File: config.mk
export PLATFORM = sky130hd
export DESIGN_NAME = serial_regbank
export DESIGN_NICKNAME = d
export VERILOG_FILES = /design/src/rtl/serial_regbank_pkg.sv /design/src/rtl/srb_addr_decode.sv /design/src/rtl/srb_chan_regs.sv /design/src/rtl/srb_line_calc.sv /design/src/rtl/serial_regbank.sv
export SDC_FILE = /design/constraint.sdc
export NUM_CORES = 1
export LEC_CHECK = 0
export BUFFER_PORTS_ARGS = -buffer_cell sky130_fd_sc_hd__buf_4
export CAP_MARGIN = 5
export CELL_PAD_IN_SITES_DETAIL_PLACEMENT = 1
export CELL_PAD_IN_SITES_GLOBAL_PLACEMENT = 1
export CORE_UTILIZATION = 23
export DETAILED_ROUTE_END_ITERATION = 12
export GPL_ROUTABILITY_DRIVEN = 0
export PLACE_DENSITY_LB_ADDON = 0.1
export SETUP_SLACK_MARGIN = 0.3
export SLEW_MARGIN = 20
export SYNTH_ARGS = -nofsm -noshare
export SYNTH_HDL_FRONTEND = slang
export SYNTH_SLANG_ARGS = --single-unit
File: constraint.sdc
create_clock -name clk -period 2.2 [get_ports clk]
set_input_delay 0.22 -clock clk [delete_from_list [all_inputs] [get_ports clk]]
set_output_delay 0.22 -clock clk [all_outputs]
set_load 0.05 [all_outputs]
File: src/rtl/serial_regbank_pkg.sv
package serial_regbank_pkg;

    typedef enum logic {
        PTR_BASE,
        PTR_SEL
    } ptr_state_e;

    localparam int NREG = 16;

    localparam logic [2:0] CMD_POINT_HIGH = 3'b001;

    localparam logic [3:0] REG_RXCFG  = 4'd3;
    localparam logic [3:0] REG_FMT    = 4'd4;
    localparam logic [3:0] REG_RESET  = 4'd9;
    localparam logic [3:0] REG_TC_LO  = 4'd12;
    localparam logic [3:0] REG_TC_HI  = 4'd13;

    localparam logic [7:0] RR0_POWERON = 8'h04;
    localparam logic [7:0] RR0_KEEP    = 8'hB8;
    localparam logic [7:0] RR0_SET     = 8'h44;
    localparam logic [7:0] RR1_KEEP    = 8'h01;
    localparam logic [7:0] RR1_SET     = 8'h06;
    localparam logic [7:0] HUNT_BIT    = 8'h10;

endpackage

File: src/rtl/srb_addr_decode.sv
module srb_addr_decode #(
    parameter int ADDR_W    = 4,
    parameter int REG_SHIFT = 0,
    parameter bit SWAP      = 1'b0
) (
    input  logic [ADDR_W-1:0] addr,
    output logic              port_data,
    output logic              chan
);
    generate
        if (SWAP) begin : g_swapped
            assign port_data = addr[REG_SHIFT+1];
            assign chan      = addr[REG_SHIFT];
        end else begin : g_plain
            assign port_data = addr[REG_SHIFT];
            assign chan      = addr[REG_SHIFT+1];
        end
    endgenerate
endmodule

File: src/rtl/srb_chan_regs.sv
module srb_chan_regs
    import serial_regbank_pkg::*;
(
    input  logic                 clk,
    input  logic                 rst_n,
    input  logic                 ctrl_wr,
    input  logic                 ctrl_rd,
    input  logic [7:0]           wdata,
    input  logic                 soft_rst,
    input  logic                 hard_rst,
    output logic [NREG-1:0][7:0] wregs,
    output logic [7:0]           rr1,
    output logic [3:0]           ptr,
    output logic [7:0]           ctrl_rdata
);
    ptr_state_e state_q, state_d;
    logic [3:0] sel_q, sel_d;
    logic [7:0] rr0, rr12, rr13;
    logic       any_rst;

    assign any_rst = soft_rst | hard_rst;
    assign ptr     = (state_q == PTR_SEL) ? sel_q : 4'd0;

    // next pointer state
    always_comb begin
        state_d = state_q;
        sel_d   = sel_q;
        if (any_rst || ctrl_rd) begin
            state_d = PTR_BASE;
            sel_d   = 4'd0;
        end else if (ctrl_wr) begin
            unique case (state_q)
                PTR_BASE: begin
                    sel_d   = {wdata[5:3] == CMD_POINT_HIGH, wdata[2:0]};
                    state_d = (sel_d != 4'd0) ? PTR_SEL : PTR_BASE;
                end
                PTR_SEL: begin
                    sel_d   = 4'd0;
                    state_d = PTR_BASE;
                end
            endcase
        end
    end

    // state register
    always_ff @(posedge clk or negedge rst_n) begin
        if (!rst_n) begin
            state_q <= PTR_BASE;
            sel_q   <= 4'd0;
        end else begin
            state_q <= state_d;
            sel_q   <= sel_d;
        end
    end

    // register outputs
    always_ff @(posedge clk or negedge rst_n) begin
        if (!rst_n) begin
            for (int i = 0; i < NREG; i++) wregs[i] <= 8'h00;
            rr0  <= RR0_POWERON;
            rr1  <= 8'h00;
            rr12 <= 8'h00;
            rr13 <= 8'h00;
        end else if (any_rst) begin
            wregs[0]  <= 8'h00;
            wregs[1]  <= wregs[1] & 8'h24;
            wregs[3]  <= wregs[3] & 8'hFE;
            wregs[4]  <= wregs[4] | 8'h04;
            wregs[5]  <= wregs[5] & 8'h61;
            wregs[15] <= 8'hF8;
            rr0       <= (rr0 & RR0_KEEP) | RR0_SET;
            rr1       <= (rr1 & RR1_KEEP) | RR1_SET;
            if (hard_rst) begin
                wregs[9]  <= (wregs[9] & 8'h03) | 8'hC0;
                wregs[10] <= 8'h00;
                wregs[11] <= 8'h08;
                wregs[14] <= (wregs[14] & 8'hC0) | 8'h30;
            end else begin
                wregs[9]  <= wregs[9] & 8'hDF;
                wregs[10] <= wregs[10] & 8'h60;
                wregs[14] <= (wregs[14] & 8'hC3) | 8'h20;
            end
        end else if (ctrl_wr) begin
            unique case (state_q)
                PTR_BASE: wregs[0] <= wdata;
                PTR_SEL: begin
                    wregs[sel_q] <= wdata;
                    if (sel_q == REG_RXCFG && (wdata & HUNT_BIT) != 8'h00)
                        rr0 <= rr0 | HUNT_BIT;
                    if (sel_q == REG_FMT)   rr1  <= rr1 | 8'h01;
                    if (sel_q == REG_TC_LO) rr12 <= wdata;
                    if (sel_q == REG_TC_HI) rr13 <= wdata;
                end
            endcase
        end
    end

    always_comb begin
        unique case (ptr)
            4'd0:      ctrl_rdata = rr0;
            4'd1:      ctrl_rdata = rr1;
            REG_TC_LO: ctrl_rdata = rr12;
            REG_TC_HI: ctrl_rdata = rr13;
            default:   ctrl_rdata = 8'h00;
        endcase
    end
endmodule

File: src/rtl/srb_line_calc.sv
module srb_line_calc #(
    parameter int DIV_W = 23
) (
    input  logic             clk,
    input  logic             rst_n,
    input  logic [1:0]       clk_mode,
    input  logic             par_en_bit,
    input  logic             par_even_bit,
    input  logic [1:0]       stop_field,
    input  logic [1:0]       bits_field,
    input  logic [15:0]      time_const,
    output logic [3:0]       data_bits,
    output logic             parity_en,
    output logic             parity_even,
    output logic             two_stop,
    output logic [DIV_W-1:0] div
);
    logic [2:0]       shift;
    logic [DIV_W-1:0] base;

    always_comb begin
        unique case (clk_mode)
            2'b00: shift = 3'd0;
            2'b01: shift = 3'd4;
            2'b10: shift = 3'd5;
            2'b11: shift = 3'd6;
        endcase
        base = DIV_W'(time_const) + DIV_W'(2);
    end

    always_ff @(posedge clk or negedge rst_n) begin
        if (!rst_n) begin
            data_bits   <= 4'd0;
            parity_en   <= 1'b0;
            parity_even <= 1'b0;
            two_stop    <= 1'b0;
            div         <= '0;
        end else begin
            unique case (bits_field)
                2'b00: data_bits <= 4'd5;
                2'b01: data_bits <= 4'd7;
                2'b10: data_bits <= 4'd6;
                2'b11: data_bits <= 4'd8;
            endcase
            parity_en   <= par_en_bit;
            parity_even <= par_even_bit;
            two_stop    <= (stop_field == 2'b11);
            div         <= base << shift;
        end
    end
endmodule

File: src/rtl/serial_regbank.sv
module serial_regbank
    import serial_regbank_pkg::*;
#(
    parameter int ADDR_W    = 4,
    parameter int REG_SHIFT = 0,
    parameter bit SWAP      = 1'b0,
    localparam int DIV_W    = 16 + 1 + 6
) (
    input  logic                      clk,
    input  logic                      rst_n,
    input  logic                      bus_sel,
    input  logic                      bus_wr,
    input  logic [ADDR_W-1:0]         bus_addr,
    input  logic [7:0]                bus_wdata,
    output logic [7:0]                bus_rdata,
    output logic                      data_wr_stb,
    output logic                      data_rd_stb,
    output logic                      data_ch,
    output logic [7:0]                data_wbyte,
    input  logic [1:0][7:0]           data_rbyte,
    output logic [1:0][NREG-1:0][7:0] chan_wregs,
    output logic [1:0][3:0]           line_data_bits,
    output logic [1:0]                line_parity_en,
    output logic [1:0]                line_parity_even,
    output logic [1:0]                line_two_stop,
    output logic [1:0][DIV_W-1:0]     line_div
);
    logic            acc_data, acc_ch, ctrl_acc, rst_req_wr, hard_req;
    logic [1:0]      soft_req, ctrl_wr_c, ctrl_rd_c;
    logic [1:0][3:0] ptr_c;
    logic [1:0][7:0] rr1_c, ctrl_rdata_c;

    srb_addr_decode #(
        .ADDR_W(ADDR_W), .REG_SHIFT(REG_SHIFT), .SWAP(SWAP)
    ) u_decode (
        .addr(bus_addr), .port_data(acc_data), .chan(acc_ch)
    );

    assign ctrl_acc   = bus_sel && !acc_data;
    assign rst_req_wr = ctrl_acc && bus_wr && (ptr_c[acc_ch] == REG_RESET)
                        && (bus_wdata[7:6] != 2'b00);
    assign soft_req[0] = rst_req_wr && (bus_wdata[7:6] == 2'b01);
    assign soft_req[1] = rst_req_wr && (bus_wdata[7:6] == 2'b10);
    assign hard_req    = rst_req_wr && (bus_wdata[7:6] == 2'b11);

    assign data_wr_stb = bus_sel && acc_data && bus_wr;
    assign data_rd_stb = bus_sel && acc_data && !bus_wr;
    assign data_ch     = acc_ch;
    assign data_wbyte  = bus_wdata;
    assign bus_rdata   = !(bus_sel && !bus_wr) ? 8'h00 :
                         acc_data ? data_rbyte[acc_ch] : ctrl_rdata_c[acc_ch];

    for (genvar c = 0; c < 2; c++) begin : g_chan
        assign ctrl_wr_c[c] = ctrl_acc && bus_wr && (acc_ch == c) && !rst_req_wr;
        assign ctrl_rd_c[c] = ctrl_acc && !bus_wr && (acc_ch == c);

        srb_chan_regs u_regs (
            .clk(clk), .rst_n(rst_n),
            .ctrl_wr(ctrl_wr_c[c]), .ctrl_rd(ctrl_rd_c[c]),
            .wdata(bus_wdata),
            .soft_rst(soft_req[c]), .hard_rst(hard_req),
            .wregs(chan_wregs[c]), .rr1(rr1_c[c]),
            .ptr(ptr_c[c]), .ctrl_rdata(ctrl_rdata_c[c])
        );

        srb_line_calc #(.DIV_W(DIV_W)) u_line (
            .clk(clk), .rst_n(rst_n),
            .clk_mode(chan_wregs[c][REG_FMT][7:6]),
            .par_en_bit(chan_wregs[c][REG_FMT][0]),
            .par_even_bit(chan_wregs[c][REG_FMT][1]),
            .stop_field(chan_wregs[c][REG_FMT][3:2]),
            .bits_field(chan_wregs[c][5][6:5]),
            .time_const({chan_wregs[c][REG_TC_HI], chan_wregs[c][REG_TC_LO]}),
            .data_bits(line_data_bits[c]),
            .parity_en(line_parity_en[c]),
            .parity_even(line_parity_even[c]),
            .two_stop(line_two_stop[c]),
            .div(line_div[c])
        );
    end
endmodule

==> results.toml, run 1 <==
[power]
seq_power_share = 0.404
p_sw_uw = 5428
power_density_nw_per_um2 = 745.3
netSwitchingFraction = 0.3011
p_leak_uw = 0.01192
peakVddDrop_uv = 476.6
p_int_uw = 12600
combPwrFrac = 0.179
p_clk_frac = 0.417

[synthesis]
synth_edf_count = 0
yosys.area_share.adder = 0.007766
synth_ff_type = "dfrtp_1"
ys_warn_count = 0
synth_top_area_frac = 0.5654
synthXorXnorAreaFrac = 0.01250
synth_top_family_by_area = "multiplexers"
synth_top_area_cell = "dfrtp_1"
synth.net_count = 1452
avgSynthCellArea_um2 = 11.43
synth_compound_area_frac = 0.08046
ys_ff_latch = 366
synth_area_leaders = "dfrtp_1, mux2_2, nand2_1"
syn-cell-area_um2 = 16110
yosys.area_share.simple = 0.1431
postSynthCellCount = 1410
ys_seq_area_frac = 0.5687
synth_commonest_cells = "dfrtp_1, nand2_1, mux2_2"
async_flop_share = 1.000
muxShareOfSynthArea = 0.1466
synth_cell_types = 74
synth_most_common_cell = "dfrtp_1"

[outcome]
status = "finished with violations"
violations = "negative setup slack"

[global_route]
grt_antenna_before_repair = 2
grt_overflow = 0
grt_max_degree = 57
track_usage = 0.1873
grt_pass1_vias = 14250
grt_pass1_wl_mm = 98.78

[placement]
dp_hpwl_mm = 44.53
placed_cells = 2730
portBuffers = 364
placed_cell_area_um2 = 21050
place_ws_ns = -0.1259

[timing]
finalHoldViolCount = 0
setup_ws_ns = -0.3118
max_freq_mhz = 398.1
fin_skew_ns = 0.01483
grt_setup_unrepaired = "true"
slew_viol_final = 0
period_minus_slack_ns = 2.512
relSlewSlack = 0.5301
setup_viol = 96
holdWs_ns = 0.05836
worst_slew_pin_slew_ns = 0.7049
fin_crit_sh = 1.142

[worst_hold_path]
min_from = "bus_wdata[1]"
hp-class = "in -> reg"

[flow_run]
cap_viol_max_count = 0

[drt]
top_layer = "met4"
via_per_inst = 4.540
firstDrtPassIters = 4
drt-total-wl_mm = 66.40
routed-wl-met3_mm = 3.366
num_vias = 13090
drc = 0
met2RoutedLength_mm = 31.44
m1WireLength_mm = 30.31
first_iter_violations = 603
wl_per_cell_um = 23.02
ant_nets = 0

[die]
ioPinCount = 367
die_h_um = 266.7
core_area_um2 = 68950
die_area_um2 = 71110
rows = 96
initial_core_util = 0.2337
die_x_um = 266.7

[clock_tree]
clock-sinks = 366
ctsLongestPathBuffers = 3
numCtsBuffers = 46
clk_pin_slew_worst_paths_ns = 0.05
cts_root_buffer = "clkbuf_16"
insertion_delay_ns = 0.58
cts_tree = "built"
h-tree-depth = 2

[critical_path]
critPathKind = "reg -> out"
critPathSlowestCell = "dfrtp_1"
critPathCaptureType = "output port"
cp_data_required_time_ns = 1.98
start_kind = "flip-flop"
worstSetupStartpoint = "g_chan[1].u_regs.state_q"
worstPathCellList = "buf_4, buf_4, nand2b_4, nor3_1, buf_4, a22oi_2, a21oi_2, o31a_2, buf_8"
path_buf_inv = 4
slowest_delay_ns = 0.39
path_common_cell = "buf_4"
critPathTopFamily = "buffers and inverters"
critical_path.max_fanout = 5
timing.rr.start = "g_chan[0].u_regs.sel_q[1]"
critical_path_arrival_ns = 2.29

[finish]
seqCellArea_um2 = 9199
fill_cells = 7549
nets = 1960
multi_input_area_um2 = 7138
layout.cells.non_filler = 2884
layout-drive-gt1-share = 0.5067
finalInstanceArea_um2 = 24190
syn_to_final_growth_pct = 50.14
## cell usage in the layout, fill, tap and decap left out, types with 27 or more instances in the layout
| cell type | count |
|---|---|
| a22o_1 | 31 |
| clkbuf_16 | 51 |
| nor2_1 | 71 |
| o21ai_0 | 32 |
| buf_6 | 44 |
| mux2_4 | 32 |
| mux2i_1 | 37 |
| nand2_1 | 173 |
| dfrtp_2 | 27 |
| nand3_2 | 35 |
| dfrtp_1 | 336 |
| buf_4 | 480 |
| mux2_2 | 129 |
| a21oi_1 | 31 |
## power groups by stage
stage          Combinational (uW)  Clock (uW)  Sequential (uW)
2_1_floorplan                 891           0             8310
3_3_place_gp                 3030           0             7410
3_5_place_dp                 3050           0             7410
4_1_cts                      3250        7800             7300
5_1_grt                      3430        8060             7330
6_report                     3230        7510             7290
## state kept, by name (all words and copies together), names as in the netlist
register	count
g_chan.u_regs.rr0	4
g_chan.u_line.data_bits	8
g_chan.u_regs.wregs	256
g_chan.u_line.div	46
g_chan.u_line.two_stop	2
g_chan.u_line.parity_even	2
g_chan.u_regs.rr12	16
g_chan.u_line.parity_en	2
g_chan.u_regs.sel_q	8
g_chan.u_regs.rr1	4
g_chan.u_regs.state_q	2
g_chan.u_regs.rr13	16
## worst register-to-register path: stages (launching register included)
cell	delay, ns
dfrtp_1	0.39
buf_4	0.14
or4b_4	0.48
buf_6	0.14
o31ai_4	0.28
buf_6	0.16
buf_6	0.10
nor3_4	0.05
buf_12	0.14
buf_12	0.13
mux2_2	0.27
## kinds of logic after synthesis
| logic type | count (synthesis) |
|---|---|
| AND/OR/NAND/NOR | 473 |
| flip-flops | 366 |
| multiplexers | 207 |
| AO/OA/AOI/OAI | 191 |
| buffers and inverters | 140 |
| XOR/XNOR | 23 |
| adder cells (fa/ha/maj) | 10 |
## stage by stage
stage | total power [uW] | setup TNS, ns | utilization
floorplan | 9199 | 0 | -
global placement | 10440 | -2.548 | 0.3052
detailed placement | 10470 | -3.370 | 0.3052
CTS | 18350 | -9.246 | 0.3488
global route | 18820 | -19.72 | 0.3508
finish | 18030 | -9.700 | 0.3508
## layer usage
metal	track usage	vias up
li1	-	5946
met1	0.2545	6773
met2	0.3041	301
met3	0.03903	72
met4	0.04240	0
met5	0	-
## final timing paths
check | to | slack (ns) | depth (start not counted)
worst min register to register | g_chan[1].u_line.parity_even | 0.40 | 0
worst max register to register | g_chan[0].u_regs.rr12[6] | -0.20 | 10
worst min-delay path | g_chan[0].u_regs.wregs[97] | 0.06 | 3
max in group asynchronous | g_chan[1].u_regs.wregs[78] | 1.23 | 3
min in group asynchronous | g_chan[0].u_line.data_bits[0] | 0.19 | 2
worst max-delay path | bus_rdata[0] | -0.31 | 9
## cell type report
class	count	area share
well taps	931	0.04816
repair buffers	574	0.2112
inverters	26	0.004035
clock inverters	10	0.004397
clock buffers	72	0.05675
flip-flops and latches	366	0.3803
diodes	1	0.0001035
multi-input cells	904	0.2951
## what timing repair did
action	in CTS	in global routing
setup endpoints to repair	289	310
hold endpoints to repair	72	0
pin swaps	90	30
setup buffers	48	6
resized for setup	196	31
gates cloned	14	0
hold buffers	3	0
Note: power is estimated with default switching activity, not from simulation.
==> inputs of run 2 (changes only) <==
Settings changed: RECOVER_POWER set to 25.
==> run 2 against run 1 <==
The run ends with max-capacitance violations, max-slew violations, negative setup slack left. Critical path depth is the same. Worst setup slack lost 0.0058 ns. Power is essentially flat. Die area unchanged. Core utilization down 0.10 points.
==> results.toml, run 2 (synthesized netlist as in run 1, its figures left out) <==
[critical_path]
critPathKind = "reg -> out"
critPathSlowestCell = "dfrtp_1"
path_common_cell = "buf_4"
worstPathCellList = "buf_4, buf_4, nand2b_4, nor3_1, buf_4, a22oi_2, a21oi_2, o31a_2, buf_8"
cp_data_required_time_ns = 1.98
critical_path.max_fanout = 5
critPathTopFamily = "buffers and inverters"
slowest_delay_ns = 0.39
start_kind = "flip-flop"
critical_path_arrival_ns = 2.30
path_buf_inv = 4
critPathCaptureType = "output port"

[timing]
max_freq_mhz = 397.2
fin_crit_sh = 1.144
slew_viol_final = 50
grt_setup_unrepaired = "true"
fin_skew_ns = 0.01287
relSlewSlack = -0.01858
holdWs_ns = 0.05934
worst_slew_pin_slew_ns = 1.528
period_minus_slack_ns = 2.518
finalHoldViolCount = 0
setup_ws_ns = -0.3176
setup_viol = 98

[drt]
firstDrtPassIters = 4
first_iter_violations = 652
drc = 0
wl_per_cell_um = 23.04
ant_nets = 0
via_per_inst = 4.543
num_vias = 13100
drt-total-wl_mm = 66.44

[worst_hold_path]
hp-class = "in -> reg"

[clock_tree]
cts_tree = "built"
ctsLongestPathBuffers = 3
clock-sinks = 366
numCtsBuffers = 46
cts_root_buffer = "clkbuf_16"
h-tree-depth = 2
insertion_delay_ns = 0.58
clk_pin_slew_worst_paths_ns = 0.05

[die]
ioPinCount = 367
die_x_um = 266.7
die_h_um = 266.7
rows = 96
initial_core_util = 0.2337
die_area_um2 = 71110
core_area_um2 = 68950

[global_route]
grt_overflow = 0
track_usage = 0.1873
grt_pass1_wl_mm = 98.78
grt_max_degree = 57
grt_pass1_vias = 14250
grt_antenna_before_repair = 2

[placement]
dp_hpwl_mm = 44.53
placed_cell_area_um2 = 21050
portBuffers = 364

[power]
peakVddDrop_uv = 477.1
p_leak_uw = 0.01188
power_density_nw_per_um2 = 746.7

[outcome]
violations = "max-capacitance violations, max-slew violations, negative setup slack"
status = "finished with violations"

[finish]
layout-drive-gt1-share = 0.5046
largest_reg_flops = 256
largest_registers = "g_chan.u_regs.wregs (256), g_chan.u_line.div (46)"
nets = 1960
final_core_util = 0.3498
multi_input_area_um2 = 7138
layout_common_cells = "buf_4, dfrtp_1, nand2_1, mux2_2, nor2_1"
syn_to_final_growth_pct = 49.71
final_common_cell = "buf_4"
fill_cells = 7553
seqCellArea_um2 = 9199
finalInstanceArea_um2 = 24120
largest-register = "g_chan.u_regs.wregs"

[flow_run]
cap_viol_max_count = 1
## run 2: cell types whose count changed in the layout (fill, tap and decap cells not counted)
cell      before  now
buf_4        480  475
buf_6         44   47
clkbuf_2       0    3
buf_12        25   21
buf_8          8    7
clkbuf_1      17   21
## run 2: per-layer routing
metal	GRT usage	share of wire	vias to the layer above
met5	0	0	-
met4	0.04240	0.019	0
met3	0.03903	0.051	73
met2	0.3041	0.47	305
met1	0.2545	0.46	6777
li1	-	-	5947
## run 2: final cells by class
class / count / share of cell area
antenna: 1 / 0.0001038
clock buffer: 72 / 0.05691
clock inverter: 10 / 0.004409
inverter: 26 / 0.004046
multi-input combinational: 904 / 0.2959
sequential: 366 / 0.3814
tap: 931 / 0.04830
timing repair buffer: 574 / 0.2089
## run 2: where the power goes
group	leakage, uW	internal, uW	switching, uW
Sequential	0.00492	7060	224
Combinational	0.00624	1030	2180
Clock	0.000723	4500	3020
Total	0.0119	12600	5420
## run 2: worst min-delay path, cell delays in order
cell     delay [ns]
buf_4          0.22
nand2_4        0.11
o21ai_2        0.05
## run 2: final timing paths
check | slack [ns] | from | to | cells after the start
worst max-delay path | -0.32 | g_chan[1].u_regs.state_q | bus_rdata[0] | 9
worst min-delay path | 0.06 | bus_wdata[1] | g_chan[0].u_regs.wregs[97] | 3
worst max register to register | -0.21 | g_chan[0].u_regs.sel_q[1] | g_chan[0].u_regs.rr12[6] | 10
worst min register to register | 0.40 | g_chan[1].u_regs.wregs[33] | g_chan[1].u_line.parity_even | 0
max in group asynchronous | 0.30 | rst_n | g_chan[0].u_regs.wregs[80] | 3
min in group asynchronous | 0.56 | rst_n | g_chan[0].u_line.data_bits[0] | 2
## run 2: stage by stage
| stage | worst slack (ns) | TNS, ns | power [uW] | cells |
|---|---|---|---|---|
| 2_1_floorplan | 0.01969 | 0 | 9199 | 1410 |
| 3_3_place_gp | -0.08931 | -2.548 | 10440 | 2730 |
| 3_5_place_dp | -0.1259 | -3.370 | 10470 | 2730 |
| 4_1_cts | -0.3605 | -9.246 | 18350 | 2877 |
| 5_1_grt | -0.4110 | -20.90 | 18800 | 2883 |
| 6_report | -0.3176 | -9.962 | 18010 | 2884 |
## run 2: what timing repair did
action | 4_1_cts | 5_1_grt
cloned | 14 | 0
setup endpoints to repair | 289 | 310
pin swaps | 90 | 30
hold buffers | 3 | 0
setup buffers | 48 | 6
gates resized for setup | 196 | 31
endpoints found under the hold margin | 72 | 0
